[config.mk]
export PLATFORM = sky130hd
export DESIGN_NAME = i2cb_engine
export DESIGN_NICKNAME = d
export VERILOG_FILES = /design/src/rtl/i2cb_pkg.sv /design/src/rtl/i2cb_sync.sv /design/src/rtl/i2cb_timer.sv /design/src/rtl/i2cb_ctrl.sv /design/src/rtl/i2cb_engine.sv
export SDC_FILE = /design/constraint.sdc
export NUM_CORES = 1
export LEC_CHECK = 0
export BUFFER_PORTS_ARGS = -buffer_cell sky130_fd_sc_hd__buf_2
export CAP_MARGIN = 10
export CORE_MARGIN = 2
export CORE_UTILIZATION = 30
export CTS_BUF_LIST = sky130_fd_sc_hd__clkbuf_4 sky130_fd_sc_hd__clkbuf_8
export DETAILED_ROUTE_END_ITERATION = 12
export GPL_ROUTABILITY_DRIVEN = 0
export PLACE_DENSITY_LB_ADDON = 0.2
export SYNTH_ARGS = -nofsm -noshare
export SYNTH_HDL_FRONTEND = slang
export SYNTH_SLANG_ARGS = --single-unit
[constraint.sdc]
create_clock -name clk -period 3.9 [get_ports clk]
set_clock_uncertainty 0.1 [all_clocks]
set_input_delay 0.195 -clock clk [delete_from_list [all_inputs] [get_ports clk]]
set_output_delay 0.195 -clock clk [all_outputs]
set_load 0.05 [all_outputs]
[src/rtl/i2cb_pkg.sv]
package i2cb_pkg;

    typedef enum logic [2:0] {
        CMD_START   = 3'd0,
        CMD_RESTART = 3'd1,
        CMD_STOP    = 3'd2,
        CMD_WRITE   = 3'd3,
        CMD_READ    = 3'd4,
        CMD_ACKOUT  = 3'd5
    } cmd_e;

    typedef enum logic [3:0] {
        U_SDA_LO, U_SDA_REL, U_SDA_BIT, U_SDA_ACK,
        U_SCL_LO, U_SCL_HI, U_HALF, U_FULL,
        U_GET_BIT, U_GET_ACK, U_LOOP, U_END
    } uop_e;

    typedef enum logic [1:0] {
        PH_ENTRY, PH_POLL, PH_DELAY
    } phase_e;

    localparam int STEP_W = 4;

    function automatic uop_e uop_at(cmd_e c, logic [STEP_W-1:0] s);
        uop_e u;
        u = U_END;
        case (c)
            CMD_START: case (s)
                4'd0: u = U_SDA_LO;
                4'd1: u = U_HALF;
                4'd2: u = U_SCL_LO;
                default: u = U_END;
            endcase
            CMD_RESTART: case (s)
                4'd0: u = U_SDA_REL;
                4'd1: u = U_SCL_HI;
                4'd2: u = U_HALF;
                4'd3: u = U_SDA_LO;
                4'd4: u = U_HALF;
                4'd5: u = U_SCL_LO;
                default: u = U_END;
            endcase
            CMD_STOP: case (s)
                4'd0: u = U_SDA_LO;
                4'd1: u = U_HALF;
                4'd2: u = U_SCL_HI;
                4'd3: u = U_HALF;
                4'd4: u = U_SDA_REL;
                4'd5: u = U_FULL;
                default: u = U_END;
            endcase
            CMD_WRITE: case (s)
                4'd0:  u = U_SCL_LO;
                4'd1:  u = U_SDA_BIT;
                4'd2:  u = U_HALF;
                4'd3:  u = U_SCL_HI;
                4'd4:  u = U_LOOP;
                4'd5:  u = U_SCL_LO;
                4'd6:  u = U_HALF;
                4'd7:  u = U_SDA_REL;
                4'd8:  u = U_HALF;
                4'd9:  u = U_SCL_HI;
                4'd10: u = U_GET_ACK;
                4'd11: u = U_SCL_LO;
                default: u = U_END;
            endcase
            CMD_READ: case (s)
                4'd0: u = U_SDA_REL;
                4'd1: u = U_HALF;
                4'd2: u = U_SCL_HI;
                4'd3: u = U_GET_BIT;
                4'd4: u = U_SCL_LO;
                4'd5: u = U_FULL;
                4'd6: u = U_LOOP;
                default: u = U_END;
            endcase
            CMD_ACKOUT: case (s)
                4'd0: u = U_SDA_ACK;
                4'd1: u = U_HALF;
                4'd2: u = U_SCL_HI;
                4'd3: u = U_SCL_LO;
                4'd4: u = U_SDA_REL;
                default: u = U_END;
            endcase
            default: u = U_END;
        endcase
        return u;
    endfunction

    function automatic logic [STEP_W-1:0] loop_to(cmd_e c);
        return (c == CMD_READ) ? 4'd2 : 4'd0;
    endfunction

endpackage

[src/rtl/i2cb_sync.sv]
module i2cb_sync #(
    parameter int STAGES = 2
) (
    input  logic clk,
    input  logic rst,
    input  logic din,
    output logic dout
);
    logic [STAGES-1:0] chain;

    always_ff @(posedge clk) begin
        if (rst) chain <= '1;
        else     chain <= {chain[STAGES-2:0], din};
    end

    assign dout = chain[STAGES-1];
endmodule

[src/rtl/i2cb_timer.sv]
module i2cb_timer #(
    parameter int LEN_W = 17
) (
    input  logic             clk,
    input  logic             rst,
    input  logic             start,
    input  logic [LEN_W-1:0] len,
    output logic             fin
);
    logic [LEN_W-1:0] cnt;
    logic             active;

    assign fin = active && (cnt == '0);

    always_ff @(posedge clk) begin
        if (rst) begin
            cnt    <= '0;
            active <= 1'b0;
        end else if (start) begin
            cnt    <= len;
            active <= 1'b1;
        end else if (fin) begin
            active <= 1'b0;
        end else if (active) begin
            cnt <= cnt - 1'b1;
        end
    end

    // a finished delay does not finish again unless restarted
    assert_fin_single_R2: assert property (@(posedge clk) disable iff (rst)
        (fin && !start) |=> !fin);
endmodule

[src/rtl/i2cb_ctrl.sv]
module i2cb_ctrl
    import i2cb_pkg::*;
#(
    parameter int DLY_W = 16,
    parameter int TMO_W = 16,
    localparam int LEN_W = DLY_W + 1
) (
    input  logic             clk,
    input  logic             rst,
    input  logic             cmd_valid,
    input  logic [2:0]       cmd,
    input  logic [7:0]       wr_byte,
    input  logic             ack_send,
    input  logic [DLY_W-1:0] dly,
    input  logic [TMO_W-1:0] tmo,
    input  logic             scl_s,
    input  logic             sda_s,
    input  logic             tm_fin,
    output logic             tm_start,
    output logic [LEN_W-1:0] tm_len,
    output logic             cmd_ready,
    output logic             done,
    output logic             tmo_err,
    output logic             ack_rcvd,
    output logic [7:0]       rd_byte,
    output logic             scl_oe,
    output logic             sda_oe
);
    logic              busy;
    cmd_e              cur;
    logic [STEP_W-1:0] step;
    logic [2:0]        bit_idx;
    phase_e            phase;
    logic [7:0]        tx_sh;
    logic              ack_req;
    logic [TMO_W-1:0]  tmo_cnt;
    uop_e              op;
    logic [LEN_W-1:0]  half_len;
    logic [LEN_W-1:0]  full_len;

    assign cmd_ready = !busy;
    assign op        = uop_at(cur, step);
    assign full_len  = {1'b0, dly};
    assign half_len  = (full_len + 1'b1) >> 1;

    always_comb begin
        tm_start = 1'b0;
        tm_len   = half_len;
        if (busy) begin
            case (op)
                U_HALF:   tm_start = (phase == PH_ENTRY);
                U_FULL: begin
                    tm_start = (phase == PH_ENTRY);
                    tm_len   = full_len;
                end
                U_SCL_HI: tm_start = (phase == PH_POLL) && scl_s;
                default:  tm_start = 1'b0;
            endcase
        end
    end

    always_ff @(posedge clk) begin
        if (rst) begin
            busy     <= 1'b0;
            cur      <= CMD_START;
            step     <= '0;
            bit_idx  <= '0;
            phase    <= PH_ENTRY;
            tx_sh    <= '0;
            ack_req  <= 1'b0;
            tmo_cnt  <= '0;
            done     <= 1'b0;
            tmo_err  <= 1'b0;
            ack_rcvd <= 1'b0;
            rd_byte  <= '0;
            scl_oe   <= 1'b0;
            sda_oe   <= 1'b0;
        end else begin
            done    <= 1'b0;
            tmo_err <= 1'b0;
            if (!busy) begin
                if (cmd_valid) begin
                    busy    <= 1'b1;
                    cur     <= cmd_e'(cmd);
                    step    <= '0;
                    bit_idx <= '0;
                    phase   <= PH_ENTRY;
                    tx_sh   <= wr_byte;
                    ack_req <= ack_send;
                end
            end else begin
                case (op)
                    U_SDA_LO: begin
                        sda_oe <= 1'b1;
                        step   <= step + 1'b1;
                    end
                    U_SDA_REL: begin
                        sda_oe <= 1'b0;
                        step   <= step + 1'b1;
                    end
                    U_SDA_BIT: begin
                        sda_oe <= !tx_sh[7];
                        tx_sh  <= {tx_sh[6:0], 1'b0};
                        step   <= step + 1'b1;
                    end
                    U_SDA_ACK: begin
                        sda_oe <= ack_req;
                        step   <= step + 1'b1;
                    end
                    U_SCL_LO: begin
                        scl_oe <= 1'b1;
                        step   <= step + 1'b1;
                    end
                    U_SCL_HI: begin
                        case (phase)
                            PH_ENTRY: begin
                                scl_oe  <= 1'b0;
                                tmo_cnt <= '0;
                                phase   <= PH_POLL;
                            end
                            PH_POLL: begin
                                if (scl_s) begin
                                    phase <= PH_DELAY;
                                end else if (tmo_cnt >= tmo) begin
                                    scl_oe  <= 1'b1;
                                    done    <= 1'b1;
                                    tmo_err <= 1'b1;
                                    busy    <= 1'b0;
                                    phase   <= PH_ENTRY;
                                end else begin
                                    tmo_cnt <= tmo_cnt + 1'b1;
                                end
                            end
                            default: begin
                                if (tm_fin) begin
                                    phase <= PH_ENTRY;
                                    step  <= step + 1'b1;
                                end
                            end
                        endcase
                    end
                    U_HALF, U_FULL: begin
                        if (phase == PH_ENTRY) begin
                            phase <= PH_DELAY;
                        end else if (tm_fin) begin
                            phase <= PH_ENTRY;
                            step  <= step + 1'b1;
                        end
                    end
                    U_GET_BIT: begin
                        rd_byte <= {rd_byte[6:0], sda_s};
                        step    <= step + 1'b1;
                    end
                    U_GET_ACK: begin
                        ack_rcvd <= !sda_s;
                        step     <= step + 1'b1;
                    end
                    U_LOOP: begin
                        if (bit_idx == 3'd7) begin
                            bit_idx <= '0;
                            step    <= step + 1'b1;
                        end else begin
                            bit_idx <= bit_idx + 1'b1;
                            step    <= loop_to(cur);
                        end
                    end
                    default: begin
                        done <= 1'b1;
                        busy <= 1'b0;
                    end
                endcase
            end
        end
    end

    assert_done_pulse_R11: assert property (@(posedge clk) disable iff (rst)
        done |=> !done);

    assert_ready_drop_R11: assert property (@(posedge clk) disable iff (rst)
        (cmd_valid && cmd_ready) |=> !cmd_ready);

    assert_err_scl_low_R10: assert property (@(posedge clk) disable iff (rst)
        tmo_err |-> (done && scl_oe));

    assert_sda_still_R5: assert property (@(posedge clk) disable iff (rst)
        (busy && (cur == CMD_WRITE || cur == CMD_READ || cur == CMD_ACKOUT)
         && !scl_oe && !$past(scl_oe)) |-> $stable(sda_oe));

    assert_read_free_R7: assert property (@(posedge clk) disable iff (rst)
        (busy && cur == CMD_READ && step != '0) |-> !sda_oe);

    assert_ack_release_R8: assert property (@(posedge clk) disable iff (rst)
        (done && !tmo_err && cur == CMD_ACKOUT) |-> !sda_oe);
endmodule

[src/rtl/i2cb_engine.sv]
module i2cb_engine #(
    parameter int DLY_W       = 16,
    parameter int TMO_W       = 16,
    parameter int SYNC_STAGES = 2
) (
    input  logic             clk,
    input  logic             rst,
    input  logic             cmd_valid,
    input  logic [2:0]       cmd,
    input  logic [7:0]       wr_byte,
    input  logic             ack_send,
    input  logic [DLY_W-1:0] dly,
    input  logic [TMO_W-1:0] tmo,
    output logic             cmd_ready,
    output logic             done,
    output logic             tmo_err,
    output logic             ack_rcvd,
    output logic [7:0]       rd_byte,
    output logic             scl_oe,
    output logic             sda_oe,
    input  logic             scl_in,
    input  logic             sda_in
);
    localparam int LEN_W = DLY_W + 1;

    logic             scl_s;
    logic             sda_s;
    logic             tm_start;
    logic             tm_fin;
    logic [LEN_W-1:0] tm_len;

    i2cb_sync #(.STAGES(SYNC_STAGES)) u_scl_sync (
        .clk(clk), .rst(rst), .din(scl_in), .dout(scl_s));

    i2cb_sync #(.STAGES(SYNC_STAGES)) u_sda_sync (
        .clk(clk), .rst(rst), .din(sda_in), .dout(sda_s));

    i2cb_timer #(.LEN_W(LEN_W)) u_timer (
        .clk(clk), .rst(rst), .start(tm_start), .len(tm_len), .fin(tm_fin));

    i2cb_ctrl #(.DLY_W(DLY_W), .TMO_W(TMO_W)) u_ctrl (
        .clk(clk), .rst(rst), .cmd_valid(cmd_valid), .cmd(cmd),
        .wr_byte(wr_byte), .ack_send(ack_send), .dly(dly), .tmo(tmo),
        .scl_s(scl_s), .sda_s(sda_s), .tm_fin(tm_fin),
        .tm_start(tm_start), .tm_len(tm_len), .cmd_ready(cmd_ready),
        .done(done), .tmo_err(tmo_err), .ack_rcvd(ack_rcvd),
        .rd_byte(rd_byte), .scl_oe(scl_oe), .sda_oe(sda_oe));
endmodule

After elaboration in Yosys (flattened, before gate mapping)
Memories as Yosys holds them, arrays and structs flattened. A register that Yosys moved wholly into a read port is not among the register bits.
Cells that the tools add are included.

word-level totals
  memories = 1
  flip-flop bits (word level) = 73
  memory bits (read-only) = 64
  input bits = 49
  output and inout port bits = 14

cells by class
  $add $sub $neg = 5
  muxes and demuxes = 58
  order comparisons = 1
  eq/ne operators = 36
  reductions and logical operators = 35
  bitwise gates (word level) = 2

memories
  name              words  width  rd ports  clocked after memory_dff  wr ports  RTL line        text
  (name not given)  16     4      1         1                         0         i2cb_pkg.sv:52  CMD_WRITE: case (s)

operator list
  cell                     count
  $mux W17                 4
  $pmux W4 S5              3
  $mux W16                 3
  $mux W4                  8
  $pmux W16 S2             1
  $eq A4 B3 Y1 const B     7
  $pmux W4 S7              1
  $mux W8                  3
  $pmux W4 S6              1
  $add A16 B1 Y17 const B  1
  $logic_not A17 Y1        1
  $sub A17 B1 Y17 const B  1
  $add A16 B1 Y16 const B  1
  $eq A4 B2 Y1 const B     4
  $ge A16 B16 Y1           1
  $pmux W4 S4              1
  $ne A3 B3 Y1 const B     5
  $mux W2                  7
  $reduce_and A2 Y1        7
  $mux W1                  13
  $eq A4 B4 Y1 const B     3
  $mux W3                  4
  $pmux W4 S3              1
  $ne A2 B2 Y1 const B     5
  27 further kinds         51

Logic depth before layout (Yosys ltp)
Gate-level depths: netlist (run 1).

  depth after elaboration = 10
  gate-level depth with buffers = 18
  mapped depth without buffers = 16

Modules after synthesis
From an unflattened synthesis (run 1), not the netlist that was laid out.

second synthesis, totals
  cells, all modules = 667
  area, all modules = 5228.8 sq um

modules (own cells, without submodules)
  module      cells each  seq. area each (sq um)  area an instance (sq um)  times used
  i2cb_ctrl   536         1101.1                  4083.9                    1
  i2cb_timer  123         360.3                   1039.7                    1
  i2cb_sync   4           40.0                    52.6                      2

Least setup slack after synthesis (run 1)
No wires, ideal clock.

  path type = reg2reg
  from = reg u_ctrl.step[0]
  to = reg with a tool-made name
  period minus slack after synthesis = 3.908 ns
  library setup time = 0.126 ns
  slack = -0.008 ns
  arrival = 3.682 ns
  path buffers = 1
  cell stages (with the launch flop) = 14
  required time = 3.674 ns
  cell sequence = dfxtp_1 inv_1 ha_1 buf_2 nand2b_1 o311a_1 or4_1 nor4_1 o311ai_0 and3_1 or3b_2 ha_1 nor3_1 nor3_1

RTL lines
  element                 RTL line          text
  from (decl)             i2cb_ctrl.sv:31   logic [STEP_W-1:0] step;
  from (signal assigned)  i2cb_ctrl.sv:95   step <= step + 1'b1;
  from (signal assigned)  i2cb_ctrl.sv:99   step <= step + 1'b1;
  from (signal assigned)  i2cb_ctrl.sv:104  step <= step + 1'b1;

==> results of run 1 <==
## final cells by class
type                            count  area (µm²)
Fill cell                        1706       10200
Multi-Input combinational cell    496        3350
Sequential cell                    77        1550
Timing Repair Buffer              113         728
Tap cell                          220         275
Inverter                           39         146
Clock buffer                        9         124
Clock inverter                      7        97.6
## worst max path at each step
stage	cells after the start	to
detailed placement	13	flip-flop
global route	15	flip-flop
floorplan	17	flip-flop
CTS	12	flip-flop
global placement	15	flip-flop
finish	17	flip-flop
## critical path: stages, from the launching register on
cell and delay, ps:
dfxtp_4 390, inv_2 70, ha_4 190, buf_4 150, nor2_1 180, a32oi_1 120, and3_1 230, or4_4 450
buf_4 170, nand2_2 70, or4_4 130, buf_4 120, nand3_1 80, nand2_1 80, or3b_2 470, ha_1 360
mux2i_1 200, o22ai_1 110
## metrics by stage
stage	worst slack [ps]	instances	area, µm²	util	power, µW
3_3_place_gp	46.2	933	5790	0.350	1610
5_1_grt	-59.1	961	6280	0.380	2570
4_1_cts	7.06	960	6140	0.372	2370
3_5_place_dp	-44.1	933	5790	0.350	1630
6_report	107	961	6280	0.380	2410
2_1_floorplan	20.1	645	5060	-	1370
## metal layers
metal | track usage | vias to the layer above | routed length [µm] | part of all wire
met2 | 0.270 | 110 | 6620 | 0.48
met3 | 0.0312 | 28 | 546 | 0.040
met4 | 0.0727 | 0 | 354 | 0.026
met1 | 0.182 | 2319 | 6180 | 0.45
li1 | - | 2510 | - | -
met5 | 0 | - | 0 | 0
## power by group
| part | switching, µW | leakage (µW) | internal [µW] | total [µW] |
|---|---|---|---|---|
| clock | 329 | 0.000106 | 362 | 691 |
| combinational | 482 | 0.00186 | 370 | 852 |
| sequential | 39.0 | 0.000626 | 829 | 868 |
| total | 851 | 0.00259 | 1560 | 2410 |
## state kept, by name, summed over array words and instances (netlist names), 3 cells and up, named ones only
register        cells
u_ctrl.tx_sh        8
u_ctrl.tmo_cnt     16
u_ctrl.cur          3
u_ctrl.rd_byte      8
u_timer.cnt        17
u_ctrl.step         4
u_ctrl.bit_idx      3
## synth_stat cells, types with 9 or more instances
cell	count	share of area
mux2i_1	18	0.036
a211oi_1	16	0.024
ha_1	29	0.072
inv_1	38	0.028
nand4_1	12	0.015
nand2_1	58	0.043
a21o_1	11	0.016
nand2b_1	11	0.014
o21ai_0	10	0.0099
nor2_1	87	0.065
nor3_1	19	0.019
clkbuf_1	23	0.017
or2_2	9	0.011
a21oi_1	42	0.042
dfxtp_1	77	0.31
nand3_1	22	0.022
xnor2_1	24	0.042
## kinds of logic after synthesis
| logic type | synth area share |
|---|---|
| mux | 0.0401 |
| flops | 0.305 |
| compound gates | 0.215 |
| buf+inv | 0.0605 |
| simple gates | 0.255 |
| xor+xnor | 0.0520 |
| fa+ha+maj | 0.0719 |
## repair_timing
item	CTS	global route
pin swaps	2	7
endpoints found under the hold margin	9	0
resized for setup	7	27
setup buffers	2	1
endpoints found under the setup margin	4	12
hold buffers	9	0
==> results.yml, run 1 <==
sta:
  slew_headroom: 0.267
  clock.fmax_mhz: 264
  tightest_slew_ps: 1080
  rsz0062_at_grt: "true"
  hold_slack_ps: 38.6
  finalHoldViolations: 0
  period_minus_slack_ps: 3790
  finalSetupTns_ps: 0
  slew_violations: 0
  post-route-period-util: 0.973
  setup_viol: 0
floorplanning:
  initial_utilization: 0.306
  die_h_um: 134
  fp-row-count: 47
  fp.dieW_um: 134
  io_pins: 63
  dieArea_um2: 17900
  core_um2: 16500
clocking:
  ctsHtreeMaxLevel: 3
  cts-root-buf: "clkbuf_8"
  clkSlewWorstSetupHoldPaths_ps: 90
  clock_tree.buffer_depth: 2
  cts_tree: "done"
  cts_sinks: 77
  worstSkewPairLatency_ps: 380
  numCtsBuffers: 9
routing:
  drtAntennaViolNets: 0
  drc_errors: 0
  wl_per_cell_um: 14.3
  viasPerCell: 5.17
  vias: 4967
  wirelength_mm: 13.7
  drt_iter0_markers: 259
  firstDrtPassIters: 5
worst_hold_path:
  hold_path_depth: 3
  whs_endpoint: "u_timer.cnt[11]$_SDFFE_PP0P_"
  min_from: "dly[12]"
  hold_class: "in -> reg"
finish:
  finalNetCount: 814
  final_layout_size_suffix_gt1_frac: 0.227
  mostFrequentLayoutCells: "nor2_1 (86), dfxtp_1 (74), buf_2 (62), nand2_1 (58)"
  synthToLayoutAreaGrowth_pct: 24.3
  final_common_cell: "nor2_1"
  n_antenna_cell: 0
logic_synthesis:
  avgSynthCellArea_um2: 7.83
  yosysSeqAreaShare: 0.305
  synth_area_um2: 5050
  ys_types: 75
  synthArstFlopShare: 0
  syn_inst: 645
  synth_edf_count: 0
  syn-num-nets: 723
  synth-main-ff-cell: "dfxtp_1"
  ys_ff_latch: 77
  ys_warn_count: 0
critical_path:
  r2r-start: "u_ctrl.step[1]$_SDFFE_PP0N_"
  required_ps: 4070
  crit_fanout: 8
  arrival_ps: 3960
  crit_type: "reg -> reg"
  cp-end-kind: "flip-flop"
  r2r_setup_slack_ps: 110
  critPathLaunchType: "flip-flop"
  r2r_cells: 17
  crit_path_start: "u_ctrl.step[1]$_SDFFE_PP0N_"
global_routing:
  grt_first_pass_wirelength_mm: 22.3
  grt_overflow: 0
  globalRouteTotalUtil: 0.155
  grt_max_degree: 55
  grt_pass1_vias: 4813
  antenna_found_initial: 0
run_status:
  outcome: "completed"
place:
  port_buffers: 62
  hpwl_mm: 10.1
power:
  powerDensity_nw_per_um2: 384
  leakage_uw: 0.00259
  irDropWorstVdd_uv: 178
flow_run:
  drv_cap: 0
Power figures use the tool's default switching activity.
==> run 2: changes to the inputs <==
==> constraint.sdc (replaced) <==
create_clock -name clk -period 3.9 [get_ports clk]
set_clock_uncertainty 0.1 [all_clocks]
set_input_delay 0.39 -clock clk [delete_from_list [all_inputs] [get_ports clk]]
set_output_delay 0.39 -clock clk [all_outputs]
set_load 0.05 [all_outputs]
==> results.yml, run 2 (synthesis results as in run 1) <==
run_status:
  outcome: "completed"
power:
  p_sw_uw: 852
  p_int_uw: 1560
  seq_power_share: 0.361
  leakage_uw: 0.00256
  p_clk_frac: 0.288
  p_total_uw: 2410
  irDropWorstVdd_uv: 178
  swShare: 0.354
  powerDensity_nw_per_um2: 389
  comb_power_share: 0.351
critical_path:
  cp_top_family: "simple AND/OR/NAND/NOR gates"
  critical_path_depth: 17
  path_buf_inv: 4
  crit_type: "reg -> reg"
  cp-end-kind: "flip-flop"
  crit_chain: "inv_2, ha_4, buf_4, nor2_1, a32oi_1, and3_1, or4_4, buf_4, nand2_2, or4_4, buf_4, nand3_1, nand2_1, or3b_2, ha_1, nor4b_2, nor3_2"
  crit_fanout: 8
  required_ps: 4060
  r2r_cells: 17
  cp_slowest_cell: "or3b_2"
  slowest_delay_ps: 470
  critPathLaunchType: "flip-flop"
  cp_common_cell: "buf_4"
  arrival_ps: 3960
sta:
  setup_ws_ps: 97.4
  slew_headroom: 0.266
  slew_violations: 0
  finalSetupTns_ps: 0
  period_minus_slack_ps: 3800
  rsz0062_at_grt: "true"
  finalHoldViolations: 0
  hold_slack_ps: 89.4
  tightest_slew_ps: 1080
  clock.fmax_mhz: 263
  setup_viol: 0
  post-route-period-util: 0.975
finish:
  finalNetCount: 805
  top_register: "u_timer.cnt"
  top_regs: "u_timer.cnt (17), u_ctrl.tmo_cnt (16)"
  synthToLayoutAreaGrowth_pct: 22.5
  n_antenna_cell: 0
  final_common_cell: "nor2_1"
  fillers: 1715
  largest_reg_flops: 17
  fin_cells: 952
  final_layout_size_suffix_gt1_frac: 0.230
  mostFrequentLayoutCells: "nor2_1 (86), dfxtp_1 (74), buf_2 (62), nand2_1 (58)"
floorplanning:
  fp.dieW_um: 134
  io_pins: 63
  core_um2: 16500
  dieArea_um2: 17900
  initial_utilization: 0.306
  fp-row-count: 47
  die_h_um: 134
worst_hold_path:
  hold_path_depth: 2
  hold_class: "in -> reg"
clocking:
  clock_tree.buffer_depth: 2
  cts_hold_buf: 0
  clkSlewWorstSetupHoldPaths_ps: 90
  ctsHtreeMaxLevel: 3
  cts_sinks: 77
  cts_tree: "done"
  numCtsBuffers: 9
  cts-root-buf: "clkbuf_8"
  worstSkewPairLatency_ps: 380
global_routing:
  grt_first_pass_wirelength_mm: 22.3
  antenna_found_initial: 0
  grt_pass1_vias: 4783
  grt_max_degree: 55
  globalRouteTotalUtil: 0.155
  grt_overflow: 0
place:
  post-place-ws_ps: -44.1
  hpwl_mm: 10.1
  port_buffers: 62
  placed_cells: 933
routing:
  drtAntennaViolNets: 0
  vias: 4939
  drc_errors: 0
  drt_iter0_markers: 319
  viasPerCell: 5.19
  wl_per_cell_um: 14.4
  firstDrtPassIters: 5
  wirelength_mm: 13.7
flow_run:
  drv_cap: 0
==> run 2: cell type report <==
class / count / area (µm²) / area share
clock buffer: 9 / 124 / 0.0200
clock inverter: 7 / 97.6 / 0.0158
inverter: 39 / 146 / 0.0237
multi-input combinational: 496 / 3350 / 0.542
sequential: 77 / 1550 / 0.251
tap: 220 / 275 / 0.0445
timing repair buffer: 104 / 638 / 0.103
==> run 2: final timing paths <==
kind / startpoint / endpoint / slack (ps)
hold reg to reg: u_sda_sync.chain[0]$_SDFF_PP1_ / u_sda_sync.chain[1]$_SDFF_PP1_ / 320
hold / removal: scl_in / u_scl_sync.chain[0]$_SDFF_PP1_ / 90
setup / recovery: u_ctrl.step[1]$_SDFFE_PP0N_ / flip-flop / 100
setup reg to reg: u_ctrl.step[1]$_SDFFE_PP0N_ / flip-flop / 100
==> run 2: metrics by stage <==
stage	area, µm²	utilization
2_1_floorplan	5060	-
3_3_place_gp	5790	0.350
3_5_place_dp	5790	0.350
4_1_cts	6050	0.366
5_1_grt	6190	0.374
6_report	6190	0.374
==> run 2: power groups by stage <==
stage | registers [µW] | logic (µW) | clock network (µW)
global route | 874 | 934 | 757
CTS | 864 | 781 | 718
detailed placement | 882 | 746 | 0
floorplan | 884 | 491 | 0
finish | 869 | 845 | 693
global placement | 880 | 732 | 0
==> run 2: metal layers <==
layer  GRT usage  share of wire  vias to the layer above
li1            -              -                     2490
met1       0.182           0.45                     2305
met2       0.269           0.49                      124
met3      0.0316          0.043                       20
met4      0.0727          0.022                        0
met5           0              0                        -
==> run 2: repair_timing <==
item,4_1_cts,5_1_grt
setup endpoints to repair,4,12
gates cloned,0,0
buffers inserted,2,1
hold endpoints to repair,0,0
pin swaps,2,7
gates resized for setup,7,27
==> run 3: changes to the inputs <==
Settings changed: MAX_ROUTING_LAYER set to met4, SKIP_LAST_GASP set to 1.
Clock period 3.9 ns to 4.4 ns, I/O delays scaled along.
==> results.yml, run 3 (synthesis results as in run 1) <==
floorplanning:
  initial_utilization: 0.306
  die_h_um: 134
  fp-row-count: 47
  core_um2: 16500
  fp.dieW_um: 134
  io_pins: 63
  dieArea_um2: 17900
routing:
  viasPerCell: 5.17
  wl_met2_mm: 6.24
  wl_per_cell_um: 14.3
  drtAntennaViolNets: 0
  route.met3.wl_um: 817
  wirelength_mm: 13.2
  routedLengthMet1_mm: 5.94
  drc_errors: 0
  dr.max_layer_used: "met4"
  vias: 4783
  firstDrtPassIters: 4
  drt_iter0_markers: 275
global_routing:
  globalRouteTotalUtil: 0.157
  grt_pass1_vias: 4609
  grt_max_degree: 56
  grt_first_pass_wirelength_mm: 22.3
  grt_overflow: 0
  antenna_found_initial: 0
finish:
  fin_cells: 925
  multi_input_area_um2: 3240
  final_common_cell: "nor2_1"
  final_layout_size_suffix_gt1_frac: 0.176
  largest_reg_flops: 17
  top_regs: "u_timer.cnt (17), u_ctrl.tmo_cnt (16)"
  top_register: "u_timer.cnt"
  fin_util: 0.354
  regArea_um2: 1540
  synthToLayoutAreaGrowth_pct: 15.8
  n_antenna_cell: 0
  mostFrequentLayoutCells: "nor2_1 (87), dfxtp_1 (76), buf_2 (62), nand2_1 (58), a21oi_1 (42)"
  finalNetCount: 778
  fillers: 1714
worst_hold_path:
  whs_endpoint: "u_scl_sync.chain[0]$_SDFF_PP1_"
  min_from: "scl_in"
  hold_class: "in -> reg"
  hold_path_depth: 2
sta:
  finalHoldViolations: 0
  setup_viol: 0
  rsz0062_at_grt: "false"
  slew_headroom: 0.270
  finalSetupTns_ps: 0
  slew_violations: 0
  clock.fmax_mhz: 249
  period_minus_slack_ps: 4010
  post-route-period-util: 0.911
  tightest_slew_ps: 1080
clocking:
  ctsHtreeMaxLevel: 3
  clock_tree.buffer_depth: 2
  cts_tree: "done"
  cts_sinks: 77
  clkSlewWorstSetupHoldPaths_ps: 90
  worstSkewPairLatency_ps: 370
  cts-root-buf: "clkbuf_8"
  numCtsBuffers: 9
  post_cts_buffers: 0
power:
  irDropWorstVdd_uv: 129
  powerDensity_nw_per_um2: 340
  leakage_uw: 0.00241
  p_total_uw: 1990
place:
  port_buffers: 62
  hpwl_mm: 9.69
  placed_cells: 909
critical_path:
  crit_type: "reg -> reg"
  r2r_setup_slack_ps: 390
  r2r-start: "u_ctrl.step[1]$_SDFFE_PP0N_"
  critPathLaunchType: "flip-flop"
  crit_path_start: "u_ctrl.step[1]$_SDFFE_PP0N_"
  r2r_cells: 13
  arrival_ps: 4150
  cp-end-kind: "flip-flop"
  crit_fanout: 17
  required_ps: 4540
flow_run:
  drv_cap: 0
run_status:
  outcome: "completed"
==> run 3: area by class of cell <==
class,instances,share of cell area
inverters,39,0.0250
multi-input cells,496,0.554
repair buffers,77,0.0723
clock buffers,11,0.0238
well taps,220,0.0471
clock inverters,5,0.0141
flip-flops and latches,77,0.264
==> run 3: what timing repair did <==
action	CTS	global route
resized for setup	0	9
endpoints found under the setup margin	0	4
hold buffers	0	0
==> run 3: stage by stage <==
step	hold WS (ps)	setup WS, ps	cell area [µm²]
floorplan	289	492	5050
global placement	297	257	5590
detailed placement	299	126	5590
CTS	129	108	5810
global route	146	59.8	5850
finish	147	389	5850
==> run 3: report_power, final <==
| part | leakage, µW | internal, µW | switching (µW) |
|---|---|---|---|
| combinational | 0.00167 | 235 | 372 |
| sequential | 0.000625 | 734 | 33.2 |
| clock | 0.000115 | 335 | 277 |
==> run 3: metal layers <==
metal	vias up	GRT usage
met4	0	0.0556
li1	2434	-
met5	-	-
met3	25	0.0320
met2	134	0.257
met1	2190	0.193
==> run 3: worst max path at each step <==
stage	end	slack (ps)	cells after the start
final	flip-flop	390	13
after global routing	flip-flop	60	13
after CTS	flip-flop	110	11
after detailed placement	flip-flop	130	12
after global placement	flip-flop	260	11
after floorplan	flip-flop	490	13
==> run 3: worst max-delay path, stage by stage (launching register included) <==
cell and delay [ps]:
dfxtp_1 340, inv_1 140, ha_2 320, or3_1 160, a21oi_1 70, mux4_2 550
nor2_4 220, nand2_1 100, or4_4 550, and3_1 190, or3b_2 500, ha_1 260
nor4b_1 300, nor3_1 90
